<file path="config.mk">
export PLATFORM = sky130hd
export DESIGN_NAME = stack_sq
export DESIGN_NICKNAME = d
export VERILOG_FILES = /design/src/rtl/stack_sq_pkg.sv /design/src/rtl/stack_sq_decode.sv /design/src/rtl/stack_sq_frame.sv /design/src/rtl/stack_sq.sv
export SDC_FILE = /design/constraint.sdc
export NUM_CORES = 1
export LEC_CHECK = 0
export BUFFER_PORTS_ARGS = -buffer_cell sky130_fd_sc_hd__buf_2
export CAP_MARGIN = 30
export CORE_MARGIN = 3
export CORE_UTILIZATION = 58
export DETAILED_ROUTE_END_ITERATION = 12
export GPL_TIMING_DRIVEN = 1
export PLACE_DENSITY = 0.89
export SLEW_MARGIN = 20
export SYNTH_ARGS = -nofsm -noshare
export SYNTH_HDL_FRONTEND = slang
export SYNTH_SLANG_ARGS = --single-unit
</file>
<file path="constraint.sdc">
create_clock -name clk_i -period 7.9 [get_ports clk_i]
set_clock_uncertainty 0.05 [all_clocks]
set_input_delay 1.58 -clock clk_i [delete_from_list [all_inputs] [get_ports clk_i]]
set_output_delay 1.58 -clock clk_i [all_outputs]
set_load 0.05 [all_outputs]
</file>
<file path="src/rtl/stack_sq_pkg.sv">
`timescale 1ns/1ps
package stack_sq_pkg;
  localparam int unsigned AW      = 16;
  localparam int unsigned BW      = 8;
  localparam int unsigned CNT_W   = 4;
  localparam int unsigned FRAME_N = 9;
  localparam int unsigned CALL_N  = 2;
  localparam int unsigned IBIT    = 4;

  localparam logic [BW-1:0] OP_CALL_DIR = 8'h9D;
  localparam logic [BW-1:0] OP_CALL_IDX = 8'hAD;
  localparam logic [BW-1:0] OP_CALL_EXT = 8'hBD;
  localparam logic [BW-1:0] OP_CALL_REL = 8'h8D;
  localparam logic [BW-1:0] OP_RET_SUB  = 8'h39;
  localparam logic [BW-1:0] OP_RET_INT  = 8'h3B;
  localparam logic [BW-1:0] OP_SW_INT   = 8'h3F;
  localparam logic [BW-1:0] OP_WAIT     = 8'h3E;

  typedef enum logic [2:0] {K_NONE, K_CALL, K_RTS, K_SWI, K_WAI, K_RTI} kind_e;
  typedef enum logic [2:0] {S_IDLE, S_PUSH, S_PULL, S_WAIT, S_VECH, S_VECL, S_FIN} state_e;
endpackage

</file>
<file path="src/rtl/stack_sq_decode.sv">
`timescale 1ns/1ps
module stack_sq_decode
  import stack_sq_pkg::*;
(
  input  logic [BW-1:0]    opcode_i,
  input  logic             pfx_i,
  input  logic [BW-1:0]    opr0_i,
  input  logic [BW-1:0]    opr1_i,
  input  logic [AW-1:0]    pc_i,
  input  logic [AW-1:0]    ix_i,
  input  logic [AW-1:0]    iy_i,
  output kind_e            kind_o,
  output logic [CNT_W-1:0] nbytes_o,
  output logic [AW-1:0]    target_o,
  output logic [AW-1:0]    ret_o
);
  logic [AW-1:0] len;
  logic [AW-1:0] off_u, off_s;

  assign off_u = {{(AW-BW){1'b0}}, opr0_i};
  assign off_s = {{(AW-BW){opr0_i[BW-1]}}, opr0_i};

  always_comb begin
    kind_o   = K_NONE;
    nbytes_o = '0;
    target_o = '0;
    len      = AW'(1);
    if (pfx_i) begin
      if (opcode_i == OP_CALL_IDX) begin
        kind_o = K_CALL; nbytes_o = CNT_W'(CALL_N);
        target_o = iy_i + off_u; len = AW'(3);
      end
    end else begin
      unique case (opcode_i)
        OP_CALL_DIR: begin
          kind_o = K_CALL; nbytes_o = CNT_W'(CALL_N);
          target_o = off_u; len = AW'(2);
        end
        OP_CALL_IDX: begin
          kind_o = K_CALL; nbytes_o = CNT_W'(CALL_N);
          target_o = ix_i + off_u; len = AW'(2);
        end
        OP_CALL_EXT: begin
          kind_o = K_CALL; nbytes_o = CNT_W'(CALL_N);
          target_o = {opr0_i, opr1_i}; len = AW'(3);
        end
        OP_CALL_REL: begin
          kind_o = K_CALL; nbytes_o = CNT_W'(CALL_N);
          target_o = pc_i + AW'(2) + off_s; len = AW'(2);
        end
        OP_RET_SUB: begin kind_o = K_RTS; nbytes_o = CNT_W'(CALL_N);  end
        OP_RET_INT: begin kind_o = K_RTI; nbytes_o = CNT_W'(FRAME_N); end
        OP_SW_INT:  begin kind_o = K_SWI; nbytes_o = CNT_W'(FRAME_N); end
        OP_WAIT:    begin kind_o = K_WAI; nbytes_o = CNT_W'(FRAME_N); end
        default: ;
      endcase
    end
  end

  assign ret_o = pc_i + len;
endmodule

</file>
<file path="src/rtl/stack_sq_frame.sv">
`timescale 1ns/1ps
module stack_sq_frame
  import stack_sq_pkg::*;
(
  input  logic [CNT_W-1:0] slot_i,
  input  logic [AW-1:0]    ret_i,
  input  logic [AW-1:0]    iy_i,
  input  logic [AW-1:0]    ix_i,
  input  logic [BW-1:0]    a_i,
  input  logic [BW-1:0]    b_i,
  input  logic [BW-1:0]    cc_i,
  output logic [BW-1:0]    byte_o
);
  // slot = push index; slot k lives at SP-k
  always_comb begin
    unique case (slot_i)
      4'd0:    byte_o = ret_i[BW-1:0];
      4'd1:    byte_o = ret_i[AW-1:BW];
      4'd2:    byte_o = iy_i[BW-1:0];
      4'd3:    byte_o = iy_i[AW-1:BW];
      4'd4:    byte_o = ix_i[BW-1:0];
      4'd5:    byte_o = ix_i[AW-1:BW];
      4'd6:    byte_o = a_i;
      4'd7:    byte_o = b_i;
      4'd8:    byte_o = cc_i;
      default: byte_o = '0;
    endcase
  end
endmodule

</file>
<file path="src/rtl/stack_sq.sv">
`timescale 1ns/1ps
module stack_sq
  import stack_sq_pkg::*;
(
  input  logic          clk_i,
  input  logic          rst_ni,
  input  logic          start_i,
  input  logic [7:0]    opcode_i,
  input  logic          prefix_y_i,
  input  logic [7:0]    opr0_i,
  input  logic [7:0]    opr1_i,
  input  logic [15:0]   pc_i,
  input  logic [15:0]   sp_i,
  input  logic [7:0]    cc_i,
  input  logic [7:0]    a_i,
  input  logic [7:0]    b_i,
  input  logic [15:0]   ix_i,
  input  logic [15:0]   iy_i,
  input  logic [15:0]   vec_addr_i,
  input  logic          irq_i,
  output logic [15:0]   mem_addr_o,
  output logic          mem_we_o,
  output logic [7:0]    mem_wdata_o,
  output logic          mem_re_o,
  input  logic [7:0]    mem_rdata_i,
  output logic          busy_o,
  output logic          done_o,
  output logic [15:0]   pc_o,
  output logic [15:0]   sp_o,
  output logic [7:0]    cc_o,
  output logic [7:0]    a_o,
  output logic [7:0]    b_o,
  output logic [15:0]   ix_o,
  output logic [15:0]   iy_o
);
  state_e           state_q;
  kind_e            kind_q, dec_kind;
  logic [CNT_W-1:0] n_q, cnt_q, dec_n, slot;
  logic [AW-1:0]    pc_q, tgt_q, sp_q, vec_q, ix_q, iy_q, dec_tgt, dec_ret;
  logic [BW-1:0]    cc_q, a_q, b_q, frame_byte;
  logic             last;

  stack_sq_decode u_dec (
    .opcode_i (opcode_i), .pfx_i (prefix_y_i), .opr0_i (opr0_i), .opr1_i (opr1_i),
    .pc_i (pc_i), .ix_i (ix_i), .iy_i (iy_i),
    .kind_o (dec_kind), .nbytes_o (dec_n), .target_o (dec_tgt), .ret_o (dec_ret)
  );

  // pulls walk the frame from the top slot down
  assign slot = (state_q == S_PULL) ? (n_q - CNT_W'(1) - cnt_q) : cnt_q;
  assign last = (cnt_q == n_q - CNT_W'(1));

  stack_sq_frame u_frm (
    .slot_i (slot), .ret_i (pc_q), .iy_i (iy_q), .ix_i (ix_q),
    .a_i (a_q), .b_i (b_q), .cc_i (cc_q), .byte_o (frame_byte)
  );

  always_comb begin
    unique case (state_q)
      S_PUSH:  mem_addr_o = sp_q - AW'(cnt_q);
      S_PULL:  mem_addr_o = sp_q + AW'(1) + AW'(cnt_q);
      S_VECH:  mem_addr_o = vec_q;
      S_VECL:  mem_addr_o = vec_q + AW'(1);
      default: mem_addr_o = '0;
    endcase
  end

  assign mem_we_o    = (state_q == S_PUSH);
  assign mem_wdata_o = frame_byte;
  assign mem_re_o    = (state_q == S_PULL) || (state_q == S_VECH) || (state_q == S_VECL);
  assign busy_o      = (state_q != S_IDLE);
  assign done_o      = (state_q == S_FIN);
  assign pc_o = pc_q;  assign sp_o = sp_q;  assign cc_o = cc_q;
  assign a_o  = a_q;   assign b_o  = b_q;
  assign ix_o = ix_q;  assign iy_o = iy_q;

  always_ff @(posedge clk_i or negedge rst_ni) begin
    if (!rst_ni) begin
      state_q <= S_IDLE; kind_q <= K_NONE; n_q <= '0; cnt_q <= '0;
      pc_q <= '0; tgt_q <= '0; sp_q <= '0; vec_q <= '0;
      cc_q <= '0; a_q <= '0; b_q <= '0; ix_q <= '0; iy_q <= '0;
    end else begin
      unique case (state_q)
        S_IDLE: if (start_i) begin
          kind_q <= dec_kind; n_q <= dec_n; cnt_q <= '0;
          tgt_q <= dec_tgt; sp_q <= sp_i; vec_q <= vec_addr_i;
          cc_q <= cc_i; a_q <= a_i; b_q <= b_i; ix_q <= ix_i; iy_q <= iy_i;
          pc_q <= (dec_kind == K_NONE) ? pc_i : dec_ret;
          unique case (dec_kind)
            K_NONE:        state_q <= S_FIN;
            K_RTS, K_RTI:  state_q <= S_PULL;
            default:       state_q <= S_PUSH;
          endcase
        end
        S_PUSH: begin
          cnt_q <= cnt_q + CNT_W'(1);
          if (last) begin
            cnt_q <= '0;
            sp_q  <= sp_q - AW'(n_q);
            unique case (kind_q)
              K_CALL:  begin pc_q <= tgt_q; state_q <= S_FIN; end
              K_SWI:   begin cc_q[IBIT] <= 1'b1; state_q <= S_VECH; end
              default: state_q <= S_WAIT;
            endcase
          end
        end
        S_WAIT: if (irq_i) begin
          cc_q[IBIT] <= 1'b1;
          state_q    <= S_VECH;
        end
        S_VECH: begin pc_q[AW-1:BW] <= mem_rdata_i; state_q <= S_VECL; end
        S_VECL: begin pc_q[BW-1:0]  <= mem_rdata_i; state_q <= S_FIN;  end
        S_PULL: begin
          unique case (slot)
            4'd0: pc_q[BW-1:0]  <= mem_rdata_i;
            4'd1: pc_q[AW-1:BW] <= mem_rdata_i;
            4'd2: iy_q[BW-1:0]  <= mem_rdata_i;
            4'd3: iy_q[AW-1:BW] <= mem_rdata_i;
            4'd4: ix_q[BW-1:0]  <= mem_rdata_i;
            4'd5: ix_q[AW-1:BW] <= mem_rdata_i;
            4'd6: a_q           <= mem_rdata_i;
            4'd7: b_q           <= mem_rdata_i;
            4'd8: cc_q          <= mem_rdata_i;
            default: ;
          endcase
          cnt_q <= cnt_q + CNT_W'(1);
          if (last) begin
            cnt_q   <= '0;
            sp_q    <= sp_q + AW'(n_q);
            state_q <= S_FIN;
          end
        end
        S_FIN:   state_q <= S_IDLE;
        default: state_q <= S_IDLE;
      endcase
    end
  end

  a_r11_busy_after_start: assert property (@(posedge clk_i) disable iff (!rst_ni)
    (!busy_o && start_i) |=> busy_o);
  a_r11_done_pulse: assert property (@(posedge clk_i) disable iff (!rst_ni)
    done_o |=> !done_o);
  a_r11_idle_quiet: assert property (@(posedge clk_i) disable iff (!rst_ni)
    !busy_o |-> (!mem_we_o && !mem_re_o));
  a_r5_push_descends: assert property (@(posedge clk_i) disable iff (!rst_ni)
    (mem_we_o && $past(mem_we_o)) |-> (mem_addr_o == 16'($past(mem_addr_o) - 16'd1)));
  a_r9_pull_ascends: assert property (@(posedge clk_i) disable iff (!rst_ni)
    (state_q == S_PULL && $past(state_q == S_PULL)) |-> (mem_addr_o == 16'($past(mem_addr_o) + 16'd1)));
  a_r8_mask_set: assert property (@(posedge clk_i) disable iff (!rst_ni)
    (done_o && (kind_q == K_SWI || kind_q == K_WAI)) |-> cc_o[IBIT]);
  a_r10_wait_quiet: assert property (@(posedge clk_i) disable iff (!rst_ni)
    (state_q == S_WAIT) |-> (!mem_we_o && !mem_re_o && !done_o));
endmodule

</file>
==> reports/qor.txt <==
Maximum clock path buffer count: 2
Initial Util: 0.597
Max_cap viols: 0
Max-slew violation count: 0
CTS Root Cell: clkbuf_16
Initial antenna violation count: 0
Leakage power: 6.44 nW
Layout cell share with drive strength beyond 1: 0.211
Mapped Area: 11700 um^2
CP startpoint kind: flip-flop
Clock-pin transition on the worst setup and hold timing paths: 60 ps
Top cells by count, synth: nand2_1, a21oi_1, dfrtp_1
First-pass GRT wire length: 63.3 mm
F_max: 173 MHz
Final non-filler cell total: 1969
Met2 Use GR: 0.586
Clk Latency, worst-skew pair: 430 ps
Total wire length: 41.7 mm
Slew of the pin with the lowest slew margin: 899 ps
WL per Instance: 21.2 um
DR DRC count: 0
Post-DP HPWL: 31.7 mm
Post-CTS Setup Bufs: 0
CTS tree: yes
GR peak layer: met2
Crit path from: n_q[0]
Worst R2R Start: state_q[0]
Sum Neg Setup Slack: 0 ps
Routed Antenna Nets: 0
Die height: 148 um
Distinct cells, synth: 79
Flops & latches, synth: 132
Worst vdd ir: 345 uV
Vias in the first global route: 11768
Slowest cell on crit path: xnor2_1
Critical path class: reg2out
Number of DRC markers in iteration 0: 1255
Site row count: 51
PwrDens: 480 nW/um^2
Critical Path Max Stage Delay: 560 ps
CTS sink cnt: 132
WP data required: 6270 ps
Area grow syn2layout: 17.3%
Fin crit share: 0.730
GR Util All Layers: 0.366
Hold crit path type: reg2reg
Slew margin rel.: 0.389
Worst reg-to-reg path cell count: 13
Post-synth ARST share: 1.00
Main flop type after synthesis: dfrtp_1
R2R setup slack: 3170 ps
Synth area leader: dfrtp_1
GR Util met1: 0.470
Crit path to: mem_wdata_o[6]
Crit-path most repeated cell: a22o_1
Via count: 12769
Hold slack: 454 ps
Fin util: 0.701
# IOs: 257
Sequential share of the synthesized area: 0.281
Port buffer count: 256
Total gr overflow: 0
Most common cell in the synthesized netlist: nand2_1
Pre-antenna DRT Iters: 7
Outcome: completed
Final Hold Fails: 0
Critical Path AT: 4130 ps
Post-Synthesis Cells: 1476
Syn_nets: 1705
H-tree levels: 4
Post-CTS sizing: 0
Drt via density: 6.49
Die Footprint: 22000 um^2
Gp weighted congestion: 1.04
Syn Area/Cell: 7.95 um^2
Cts bufs inserted: 17
Worst Path Max Fanout: 19
RSZ-0062 raised after global routing: no
End of the worst register-to-register path: sp_o[15]
Final setup vio count: 0
Post-synth EDFFs: 0
Final-stage net count: 1919
CP Capture Type: output pin
Placed Cells: 1934
Yosys warns: 0
Largest net degree at the start of global routing: 76
Met3 usage: 0.0676
Synth top area cells: dfrtp_1, ha_1, a21oi_1
Crit path time final: 5760 ps
Hold-fix buffers, CTS: 0
Die width: 148 um
Share of the synthesized area in the top cell type: 0.281
Core Area: 19700 um^2
Critical-path cell list: inv_1, ha_1, fa_1, xnor2_1, mux2i_4, and2_1, a22o_1, a222oi_1, o211ai_1, a22o_1, buf_2
==> worst min-delay path by stage <==
| stage | start | end | cells past startpoint |
|---|---|---|---|
| after floorplan | tgt_q[6] | tgt_q[6] | 2 |
| after global placement | tgt_q[6] | tgt_q[6] | 2 |
| after detailed placement | tgt_q[6] | tgt_q[6] | 2 |
| after CTS | tgt_q[6] | tgt_q[6] | 2 |
| after global routing | kind_q[0] | kind_q[0] | 2 |
| final | tgt_q[6] | tgt_q[6] | 2 |
==> kinds of logic (layout without fill, tap and decap cells) <==
| group | after synthesis | count (layout) | share of synthesized area |
|---|---|---|---|
| fa+ha+maj | 88 | 88 | 0.0989 |
| flops | 132 | 132 | 0.281 |
| xor+xnor | 84 | 84 | 0.0633 |
| buf+inv | 119 | 346 | 0.0413 |
| other cells | 0 | 1 | 0 |
| mux | 55 | 55 | 0.0586 |
| compound gates | 475 | 475 | 0.250 |
| simple gates | 523 | 523 | 0.206 |
==> stage by stage <==
stage	total power, W	cell area, um^2	worst slack [ps]
2_1_floorplan	0.00458	11700	2720
3_3_place_gp	0.00560	13100	2760
3_5_place_dp	0.00569	13100	2650
4_1_cts	0.00654	13700	2180
5_1_grt	0.00694	13800	1940
6_report	0.00661	13800	2140
==> critical path: cells and delay by family (launching register included) <==
| family | cells | cell delay, ps |
|---|---|---|
| XOR/XNOR | 1 | 560 |
| AND/OR/NAND/NOR | 1 | 310 |
| flip-flops | 1 | 410 |
| multiplexers | 1 | 340 |
| adder cells (fa/ha/maj) | 2 | 730 |
| buffers and inverters | 2 | 380 |
| AO/OA/AOI/OAI | 4 | 970 |
==> registers in the layout (all words and copies together), names as in the netlist, 16 cells and up <==
signal / flops
ix_o: 16
iy_o: 16
pc_o: 16
sp_o: 16
tgt_q: 16
vec_q: 16
==> report_power, final <==
| group | internal, W | switching (W) | total, W |
|---|---|---|---|
| combinational | 0.00127 | 0.00308 | 0.00435 |
| sequential | 0.000994 | 0.000430 | 0.00142 |
| clock | 0.000501 | 0.000337 | 0.000837 |
| total | 0.00277 | 0.00384 | 0.00661 |
==> layout by cell type (no fill, tap or decap), types with 8 or more instances in the layout <==
master and count:
inv_1 43, and3_1 21, or3_1 9, nor2b_1 11, nand4_1 15, xnor2_1 40, mux2i_1 22, or2_2 8
a211oi_1 17, nor2_1 130, a221oi_1 20, o22ai_1 25, and2_1 19, dfrtp_1 132, a21oi_1 164, buf_2 257
o211ai_1 15, xor2_1 43, ha_1 80, nor3_1 28, nand2_1 203, nand3_1 38, nand2b_1 9, a22oi_1 10
buf_4 12, o21bai_1 10, a21o_1 14, a31oi_1 12, o21ai_0 120, fa_1 8, clkbuf_16 17, mux2_2 23
==> layout make-up <==
| type | instances | area (um^2) |
|---|---|---|
| clock inverters | 14 | 178 |
| repair buffers | 271 | 1410 |
| diodes | 1 | 2.50 |
| flip-flops and latches | 132 | 3300 |
| well taps | 265 | 332 |
| fillers | 1671 | 5880 |
| inverters | 43 | 161 |
| multi-input cells | 1225 | 7950 |
| clock buffers | 18 | 429 |
==> layer usage <==
layer	routed length [um]	vias up
met5	0	-
met4	2510	0
met3	4340	153
met2	19100	789
met1	15800	6022
li1	-	5805
No activity file was read; power rests on OpenSTA's default activity.
